`src/rtl/pwm_gen.sv`:
```
module pwm_gen #(
  parameter int DIV_W  = 4,
  parameter int DUTY_W = 8
) (
  input  logic              clk,
  input  logic              rst_n,
  input  logic              sleep,
  input  logic              run_en,
  input  logic              drive_hi,
  input  logic [DIV_W-1:0]  div_sel,
  input  logic [DUTY_W-1:0] duty,
  output logic              pwm_o
);
  localparam int PRE_W = (1 << DIV_W) - 1;

  logic [PRE_W-1:0]  pre_cnt, pre_mask;
  logic [DUTY_W-1:0] step, n_lat;
  logic [DIV_W-1:0]  m_lat;
  logic              run, tick, wrap;

  assign run      = run_en & ~sleep;
  assign pre_mask = ~({PRE_W{1'b1}} << m_lat);
  assign tick     = (pre_cnt == pre_mask);
  assign wrap     = tick & (&step);

  always_ff @(posedge clk) begin
    if (!rst_n) begin
      pre_cnt <= '0;
      step    <= '0;
      n_lat   <= '0;
      m_lat   <= '0;
    end else if (!run) begin
      pre_cnt <= '0;
      step    <= '0;
      n_lat   <= duty;
      m_lat   <= div_sel;
    end else begin
      pre_cnt <= tick ? '0 : pre_cnt + 1'b1;
      if (tick) step <= step + 1'b1;
      if (wrap) begin
        n_lat <= duty;
        m_lat <= div_sel;
      end
    end
  end

  assign pwm_o = drive_hi | (run & (step < n_lat));
endmodule

```
`config.mk`:
```
export PLATFORM = sky130hd
export DESIGN_NAME = pwm_gen
export DESIGN_NICKNAME = d
export VERILOG_FILES = /design/src/rtl/pwm_gen.sv
export SDC_FILE = /design/constraint.sdc
export NUM_CORES = 1
export LEC_CHECK = 0
export BUFFER_PORTS_ARGS = -buffer_cell sky130_fd_sc_hd__buf_4
export CAP_MARGIN = 20
export CORE_AREA = 4 4 64 66
export DETAILED_ROUTE_END_ITERATION = 10
export DIE_AREA = 0 0 68 70
export PLACE_DENSITY_LB_ADDON = 0.08
export RECOVER_POWER = 100
export SYNTH_ARGS = -nofsm -noshare
export SYNTH_HDL_FRONTEND = slang
export SYNTH_SLANG_ARGS = --single-unit
```
`constraint.sdc`:
```
create_clock -name clk -period 3.1 [get_ports clk]
set_input_delay 0.155 -clock clk [delete_from_list [all_inputs] [get_ports clk]]
set_output_delay 0.155 -clock clk [all_outputs]
set_load 0.02 [all_outputs]
```
==> metrics.md, run 1 <==
| Metric | Value |
|---|---|
| Status | `finished clean` |
| # fillers | `312` |
| H-Tree Depth | `2` |
| Clk_lat worst skew | `0.35 ns` |
| RSZ-0062 raised after global routing | `false` |
| Number of synthesized flops with an enable pin | `0` |
| Initial antenna violation count | `0` |
| Post-CTS Setup Inserts | `0` |
| Multiplexer share of the synthesized area | `6.43%` |
| FF-to-FF path depth | `7` |
| Simple-Gate Fraction of Synth Area | `25.9%` |
| Distinct cells, synth | `42` |
| Leak | `~0.00082 uW` |
| Largest family of logic cells by synthesized area | `simple AND/OR/NAND/NOR gates` |
| Drt wl/cell | `12.5 microns` |
| Critical path class | `reg -> reg` |
| Final ANT Viol Nets | `0` |
| Max Buffers Root-to-Sink | `2` |
| Vias in the first global route | `about 1,600` |
| Period utilization | `approximately 93%` |
| Slew at the pin closest to its max-slew limit | `0.676 ns` |
| Fmax | `roughly 350 MHz` |
| Reg-to-reg endpoint | `step[4]$_SDFFE_PN0N_` |
| First-pass iteration count of the detailed router | `4` |
| Synthesized flop and latch total | `35` |
| Post-synthesis area per instance | `7.84 sq um` |
| R2R Setup Slk | `0.21 ns` |
| Number of antenna diodes | `0` |
| Hold Path Stages | `3` |
| PostCTS Resize Cnt | `0` |
| Final hold slack | `0.0384 ns` |
| Clk pin slew, worst setup/hold paths | `between 0.1 and 0.15 ns` |
| Min-delay src | `div_sel[2]` |
| Compound-cell area share of the yosys netlist | `14.8%` |
| Hold crit path type | `in -> reg` |
| Core Rows | `22` |
| Post-Synthesis Cell Area | `0.00202 sq mm` |
| Crit path required time | `3.38 ns` |
| P per Cell Area | `373 mW/mm^2` |
| Via count | `around 1,700` |
| Synth Warn # | `0` |
| Max-cap violations | `0` |
| Critical path capture point type | `register` |
| Post-synthesis sequential area ratio | `34.6%` |
| Fin. max-slew vios | `0` |
| Type of origin of the critical path | `register` |
| Layout cells sized above 1 | `about a tenth` |
| Syn_nets | `between 200 and 300` |
| Die area | `0.00476 sq mm` |
| # hold bufs at CTS | `0` |
| Initial DRC Count | `152` |
| Die H | `70 microns` |
| Routed WL | `roughly 4 mm` |
| Final net count | `295` |
| Final Wtd Congestion | `0.840` |
| Die width | `68 microns` |
| PortBufs | `17` |
| Hpwl dp | `2.81 mm` |
| Setup TNS Final | `0 ns` |
| Asr flop ratio synth | `0%` |
| Fin. Hold Viols | `0` |
| Worst-path fanout max | `22` |
| Reg2Reg Launch Point | `m_lat[3]$_SDFFE_PN0P_` |
| CTS buffer count | `5` |
| Worst vdd ir | `0.000309 V` |
| Initial Util | `roughly 57%` |
| Syn Inst Count | `approximately 260` |
| First-pass GRT wire length | `6.82 mm` |
| Grt ovf | `0` |
| Ys flop type | `dfxtp_1` |
| Synth Area in XOR/XNOR | `6.93%` |
| # DRC | `0` |
| Area growth syn-to-layout | `8.97%` |
| Slew HR | `55.0%` |
| Root Driver | `clkbuf_4` |
| CTS Sinks | `35` |
| Gr usage total | `roughly 18%` |
| Setup violators final | `0` |
| Worst path arrival time | `3.17 ns` |
| Adder-Cell Fraction of Synth Area | `5.57%` |
| Hold Path Sink | `m_lat[2]$_SDFFE_PN0P_` |
| Min Clock Period, post-route | `2.89 ns` |
| Vias per inst | `approximately 5.4` |
| CTS tree | `yes` |
| Fin Clk Skew | `0.00971 ns` |
| Core area | `0.00358 sq mm` |
| # IOs | `18` |
| Largest net degree at the start of global routing | `27` |
-- per-layer routing --
layer | share of wire (%) | global-route usage [%] | up-vias
met2 | 40 | 24.4 | 41
met1 | 52 | 27.0 | 767
met3 | 6.4 | 4.82 | 8
met4 | 2.0 | 8.39 | 0
li1 | - | - | 908
met5 | 0 | 0 | -
-- through the flow --
stage	power (uW)	setup WS, ns	util [%]	std cells	cell area [sq um]
after CTS	833	0.207	61.8	318	2210
after detailed placement	591	0.246	60.3	310	2160
after global routing	866	0.0293	61.6	318	2200
after global placement	590	0.314	60.3	310	2160
after floorplan	561	0.628	-	258	2020
final	823	0.215	61.6	318	2200
-- state kept, by name, indices dropped and copies added, names as in the netlist --
signal and count:
pre_cnt 15, n_lat 8, step 8, m_lat 4
-- worst max-delay path: stages, from the launching register on --
cell and delay, ns:
dfxtp_1 0.74, nand2_1 0.17, or3_1 0.38, a31o_2 0.20, or4_1 0.49, buf_4 0.21, or4_1 0.47, a21oi_1 0.14
-- layout make-up --
class	count	area (sq um)	share of cell area, %
multi-input cells	196	1200	54.7
flip-flops and latches	35	701	31.8
repair buffers	20	144	6.53
well taps	48	60.1	2.72
clock buffers	6	41.3	1.87
inverters	11	41.3	1.87
clock inverters	2	12.5	0.568
-- cells by family after synthesis --
kind of cell | count (synthesis)
simple gates | 112
compound gates | 46
flops | 35
buf+inv | 27
xor+xnor | 16
mux | 13
fa+ha+maj | 9
-- synthesized netlist by cell type, drive strengths merged (2+ instances only) --
master | instances | share of area (%)
or4 | 3 | 1.1
o21ai | 11 | 2.7
nor3 | 3 | 0.74
nand2b | 2 | 0.62
a311o | 2 | 0.99
nand2 | 39 | 7.2
and2 | 2 | 0.62
dfxtp | 35 | 35
mux2i | 13 | 6.4
a21oi | 13 | 3.2
buf | 9 | 2.5
o31ai | 3 | 1.1
nor2 | 27 | 5.0
and3 | 4 | 1.2
or3 | 5 | 1.5
nor4b | 2 | 0.87
clkbuf | 7 | 1.3
o21a | 2 | 0.74
nand3 | 17 | 4.2
nor2b | 4 | 1.2
a31oi | 2 | 0.62
a21o | 4 | 1.5
xor2 | 7 | 3.0
ha | 9 | 5.6
xnor2 | 9 | 3.9
inv | 11 | 2.0
-- worst max-delay path by stage --
| stage | slack [ns] | start | endpoint | cells after the start |
|---|---|---|---|---|
| floorplan | 0.63 | m_lat[1]$_SDFFE_PN0P_ | step[6]$_SDFFE_PN0N_ | 8 |
| global placement | 0.31 | m_lat[3]$_SDFFE_PN0P_ | step[6]$_SDFFE_PN0N_ | 7 |
| detailed placement | 0.25 | m_lat[3]$_SDFFE_PN0P_ | step[6]$_SDFFE_PN0N_ | 7 |
| CTS | 0.21 | m_lat[3]$_SDFFE_PN0P_ | step[4]$_SDFFE_PN0N_ | 7 |
| global route | 0.03 | m_lat[3]$_SDFFE_PN0P_ | step[4]$_SDFFE_PN0N_ | 7 |
| finish | 0.21 | m_lat[3]$_SDFFE_PN0P_ | step[4]$_SDFFE_PN0N_ | 7 |
-- cell usage in the layout, fill, tap and decap left out, drive strengths merged, types with 2 or more instances in the layout --
master	count
nand3	17
nor2b	4
a21oi	13
xnor2	9
o31ai	3
o21a	2
nor3	3
inv	11
buf	18
or4	3
nand2	39
clkbuf	8
and3	4
o21ai	11
and2	2
nor4b	2
a31oi	2
xor2	7
nand2b	2
mux2i	13
dfxtp	35
ha	9
nor2	27
a21o	4
or3	5
a311o	2
-- power by group --
part           total, uW  internal, uW  switching, uW
Clock                244          87.4            156
Combinational        101          52.9           48.0
Sequential           478           461           17.4
Total                823           601            222
No activity file was read; power rests on OpenSTA's default activity.
==> run 2, diff against run 1 <==
CORE_AREA = 2 2 62 64   (was 4 4 64 66)
DIE_AREA = 0 0 64 66   (was 0 0 68 70)
==> metrics.md, run 2 (synthesized netlist as in run 1, its figures left out) <==
| Metric | Value |
|---|---|
| Power Internal | `765 uW` |
| Fin. Hold Viols | `0` |
| Final ANT Viol Nets | `0` |
| Max Buffers Root-to-Sink | `2` |
| RSZ-0062 raised after global routing | `false` |
| Vias in the first global route | `1,557` |
| Setup WS post-layout | `0.257 ns` |
| Min Clock Period, post-route | `2.84 ns` |
| Crit path required time | `3.30 ns` |
| Leak | `between 0.0008 and 0.0009 uW` |
| CTS Sinks | `35` |
| Worst vdd ir | `0.000350 V` |
| Setup WS pre-CTS | `0.124 ns` |
| Crit path largest cell delay | `0.59 ns` |
| Area growth syn-to-layout | `11.4%` |
| H-Tree Depth | `2` |
| Fin. max-slew vios | `0` |
| Number of flip-flops in the largest register | `15` |
| Worst-path fanout max | `12` |
| Slew HR | `54.5%` |
| Switch share | `between 20% and 30%` |
| Most frequent cells in the layout | `nand2_1 (39), dfxtp_1 (33), nor2_1 (27), nand3_1 (17), buf_4 (17)` |
| Max-cap violations | `0` |
| Clk pin slew, worst setup/hold paths | `roughly 0.12 ns` |
| Via count | `1,736` |
| First-pass GRT wire length | `between 7 and 8 mm` |
| Core Rows | `22` |
| Grt ovf | `0` |
| Layout cells sized above 1 | `11.1%` |
| Biggest register | `pre_cnt` |
| Initial Util | `57.0%` |
| CTS tree | `yes` |
| # IOs | `18` |
| Setup TNS Final | `0 ns` |
| Setup violators final | `0` |
| Period utilization | `91.7%` |
| Hold crit path type | `in -> reg` |
| Share of power burned in the clock network | `41.5%` |
| Slew at the pin closest to its max-slew limit | `0.683 ns` |
| Largest registers | `pre_cnt x15, n_lat x8, step x8` |
| PortBufs | `17` |
| Die width | `64 microns` |
| Largest net degree at the start of global routing | `27` |
| GRT met3 Usage | `4.60%` |
| Cell Count, Final, Fillers Out | `~320` |
| Most common cell after layout, fill and taps aside | `nand2_1` |
| CP Cell Sequence | `inv_2 -> a2111o_1 -> a221o_1 -> a311o_1 -> or4_1 -> o21a_1 -> mux2i_1` |
| Gr busiest metal | `met2` |
| Fmax | `352 MHz` |
| Initial DRC Count | `96` |
| Placed instance count | `310` |
| Drt wl/cell | `12.4 microns` |
| Initial antenna violation count | `0` |
| Comb pwr share | `about a tenth` |
| GRT met2 Usage | `36.7%` |
| Global routing usage on met1 | `26.7%` |
| Critical path class | `reg -> reg` |
| Type of origin of the critical path | `register` |
| Fin Clk Skew | `0.0149 ns` |
| Worst path arrival time | `3.04 ns` |
| # DRC | `0` |
| CTS buffer count | `5` |
| Final Wtd Congestion | `a little under 0.9` |
| Routed WL | `3.93 mm` |
| Share of power burned in registers | `48.2%` |
| Core area | `0.00355 sq mm` |
| Clk_lat worst skew | `0.34 ns` |
| Hpwl dp | `2.87 mm` |
| Switching Power | `227 uW` |
| Critical path capture point type | `register` |
| Status | `finished clean` |
| First-pass iteration count of the detailed router | `6` |
| Root Driver | `clkbuf_4` |
| Slowest stage cell, crit path | `or4_1` |
| Die area | `0.00422 sq mm` |
| Number of antenna diodes | `0` |
| CP top delay family | `compound AO/OA/AOI/OAI gates` |
| Final net count | `295` |
| P per Cell Area | `440 mW/mm^2` |
| Die H | `66 microns` |
| Gr usage total | `between 20% and 30%` |
| Bufs and invs on worst path | `1` |
| Vias per inst | `approximately 5.5` |
[run 2: changes by cell type in the layout (fill, tap and decap cells not counted), sizes merged]
cell	change
buf	-1
bufinv	+2
clkinv	-1
[run 2: final cells by class]
cell class                 instances  area [sq um]
timing repair buffer              20           140
clock buffer                       5          37.5
fill                             330          1300
multi-input combinational        196          1200
sequential                        35           703
tap                               48          60.1
inverter                          11          41.3
clock inverter                     3          67.6
[run 2: through the flow]
stage	total power, uW	cell area [sq um]	utilization, %	hold WS [ns]
2_1_floorplan	561	2020	-	0.294
3_3_place_gp	591	2160	60.7	0.407
3_5_place_dp	592	2160	60.7	0.415
4_1_cts	1010	2260	63.7	0.0412
5_1_grt	1030	2250	63.5	0.0488
6_report	991	2250	63.5	0.0470
[run 2: path summary, 6_finish.rpt]
| path | from | to | slack [ns] | cells after the start |
|---|---|---|---|---|
| min | div_sel[2] | m_lat[2]$_SDFFE_PN0P_ | 0.05 | 3 |
| max reg2reg | m_lat[1]$_SDFFE_PN0P_ | n_lat[5]$_SDFFE_PN0P_ | 0.26 | 7 |
| max | m_lat[1]$_SDFFE_PN0P_ | n_lat[5]$_SDFFE_PN0P_ | 0.26 | 7 |
| min reg2reg | n_lat[0]$_SDFFE_PN0P_ | n_lat[0]$_SDFFE_PN0P_ | 0.46 | 2 |
[run 2: worst register-to-register path, delay by kind of cell (launching register included)]
kind                   cells  cell delay [ns]
AOI/OAI and AO/OA          4             1.43
DFF                        1             0.40
muxes                      1             0.21
buffers and inverters      1             0.09
and+or+nand+nor            1             0.59
[run 2: repair_timing]
action                                  CTS  global route
setup buffers                             0             0
hold buffers                              0             0
endpoints found under the hold margin     0             0
resized for setup                         0             2
endpoints found under the setup margin    0            14
[run 2: layer usage]
layer / share of wire [%] / vias up
met4: 0.43 / 0
met3: 2.5 / 2
li1: - / 917
met1: 46 / 799
met2: 51 / 18
met5: 0 / -
[run 2: power by group through the flow]
stage	Combinational, uW	Sequential [uW]	Clock [uW]
after floorplan	85.1	476	0
after global placement	103	488	0
after detailed placement	104	488	0
after CTS	104	478	423
after global routing	115	481	435
final	101	478	412
==> run 3, diff against run 2 <==
CORE_AREA = 2 2 71 73   (was 2 2 62 64)
DIE_AREA = 0 0 73 75   (was 0 0 64 66)
RECOVER_POWER = 25   (was 100)
==> metrics.md, run 3 (synthesized netlist as in run 1, its figures left out) <==
| Metric | Value |
|---|---|
| Critical path capture point type | `register` |
| Met1 wire length | `2.28 mm` |
| Final Wtd Congestion | `0.874` |
| WL met3 | `177 microns` |
| Hold crit path type | `in -> reg` |
| R2R Setup Slk | `0.27 ns` |
| Core area | `0.00466 sq mm` |
| CTS buffer count | `5` |
| Min Clock Period, post-route | `~2.8 ns` |
| Type of origin of the critical path | `register` |
| Fin Clk Skew | `approximately 0.0069 ns` |
| Area growth syn-to-layout | `10.9%` |
| Final Power | `913 uW` |
| Slew HR | `53.3%` |
| Reg-to-reg endpoint | `m_lat[3]$_SDFFE_PN0P_` |
| Die area | `between 0.005 and 0.006 sq mm` |
| Biggest register | `pre_cnt` |
| P per Cell Area | `407 mW/mm^2` |
| Initial Util | `43.4%` |
| # DRC | `0` |
| Most frequent cells in the layout | `nand2_1 (39), dfxtp_1 (33), nor2_1 (27), buf_4 (18), nand3_1 (17)` |
| Core Rows | `25` |
| Setup WS pre-CTS | `~0.18 ns` |
| Post-CTS Setup Inserts | `0` |
| Drt wl/cell | `12.8 microns` |
| Reg2Reg Launch Point | `m_lat[1]$_SDFFE_PN0P_` |
| CTS Sinks | `35` |
| Die H | `between 70 and 80 microns` |
| Slew at the pin closest to its max-slew limit | `0.700 ns` |
| Fin. max-slew vios | `0` |
| Critical path endpoint | `m_lat[3]$_SDFFE_PN0P_` |
| Period utilization | `91.2%` |
| Multi-input logic area | `0.00120 sq mm` |
| Routed WL | `4.11 mm` |
| PortBufs | `17` |
| Vias in the first global route | `1,578` |
| Max Buffers Root-to-Sink | `2` |
| # fillers | `around 470` |
| Largest registers | `pre_cnt x15, n_lat x8, step x8` |
| FF-to-FF path depth | `8` |
| Die width | `73 microns` |
| Sequential cell area | `~700 sq um` |
| Leak | `0.000834 uW` |
| Top Metal Used | `met4` |
| Largest net degree at the start of global routing | `27` |
| Crit path required time | `3.25 ns` |
| Hpwl dp | `2.89 mm` |
| Status | `finished clean` |
| WL met2 | `1.62 mm` |
| Layout cells sized above 1 | `around a tenth` |
| Worst-path fanout max | `17` |
| Clk_lat worst skew | `0.29 ns` |
| Most common cell after layout, fill and taps aside | `nand2_1` |
| # IOs | `18` |
| Max-cap violations | `0` |
| Setup violators final | `0` |
| Initial DRC Count | `103` |
| First-pass iteration count of the detailed router | `4` |
| Setup WS post-layout | `0.273 ns` |
| Worst vdd ir | `0.000235 V` |
| Root Driver | `clkbuf_8` |
| Fmax | `354 MHz` |
| Worst path arrival time | `slightly below 3 ns` |
| H-Tree Depth | `2` |
| Final ANT Viol Nets | `0` |
| Number of antenna diodes | `0` |
| Via count | `1,712` |
| # hold bufs at CTS | `0` |
| RSZ-0062 raised after global routing | `false` |
| PostCTS Resize Cnt | `0` |
| Grt ovf | `0` |
| Critical path startpoint | `m_lat[1]$_SDFFE_PN0P_` |
| Vias per inst | `5.32` |
| Number of flip-flops in the largest register | `15` |
| Setup TNS Final | `0 ns` |
| Clk pin slew, worst setup/hold paths | `0.07 ns` |
| Initial antenna violation count | `0` |
| Gr usage total | `17.3%` |
| Final net count | `between 200 and 300` |
| Fin area | `0.00224 sq mm` |
| Fin. Hold Viols | `0` |
| Post-placement cell area | `0.00216 sq mm` |
| CTS tree | `yes` |
| Critical path class | `reg -> reg` |
| First-pass GRT wire length | `~7.3 mm` |
-- run 3: changes by cell type in the layout (fill, tap and decap cells not counted), sizes merged --
cell | previous run | this run
buf | 17 | 18
bufinv | 2 | 0
clkbuf | 8 | 7
clkinv | 0 | 1
clkinvlp | 1 | 0
-- run 3: stage by stage --
| stage | hold WS, ns | utilization [%] | instances |
|---|---|---|---|
| 2_1_floorplan | 0.294 | - | 258 |
| 3_3_place_gp | 0.408 | 46.3 | 315 |
| 3_5_place_dp | 0.413 | 46.3 | 315 |
| 4_1_cts | 0.0987 | 48.2 | 322 |
| 5_1_grt | 0.109 | 48.1 | 322 |
| 6_report | 0.108 | 48.1 | 322 |
-- run 3: layout make-up --
class,count,area share [%]
multi-input combinational,196,53.7
sequential,35,31.3
timing repair buffer,19,6.19
clock buffer,6,3.68
tap,54,3.01
inverter,11,1.84
clock inverter,1,0.223
-- run 3: worst min-delay path by stage --
stage               slack [ns]  depth (start not counted)       start                     to
detailed placement        0.41                          3     duty[4]  n_lat[4]$_SDFFE_PN0P_
CTS                        0.1                          3     duty[4]  n_lat[4]$_SDFFE_PN0P_
global placement          0.41                          3     duty[4]  n_lat[4]$_SDFFE_PN0P_
finish                    0.11                          3  div_sel[2]  m_lat[2]$_SDFFE_PN0P_
global route              0.11                          3     duty[3]  n_lat[3]$_SDFFE_PN0P_
floorplan                 0.29                          2  div_sel[0]  m_lat[0]$_SDFFE_PN0P_
-- run 3: report_power, final --
group / switching (uW) / internal [uW]
clock network: 159 / 174
registers: 17.1 / 461
logic: 48.5 / 52.5
total: 224 / 688
-- run 3: metal layers --
| metal | up-vias | GRT usage [%] |
|---|---|---|
| met2 | 32 | 22.5 |
| met5 | - | 0 |
| li1 | 907 | - |
| met3 | 4 | 4.42 |
| met1 | 769 | 26.4 |
| met4 | 0 | 7.41 |
-- run 3: worst max-delay path: stages (launching register included) --
cell and delay [ns]:
dfxtp_1 0.37, inv_1 0.13, a2111o_1 0.38, a221o_1 0.29, a311o_1 0.26, or4_1 0.39, buf_4 0.20, o21a_1 0.45
mux2i_1 0.20
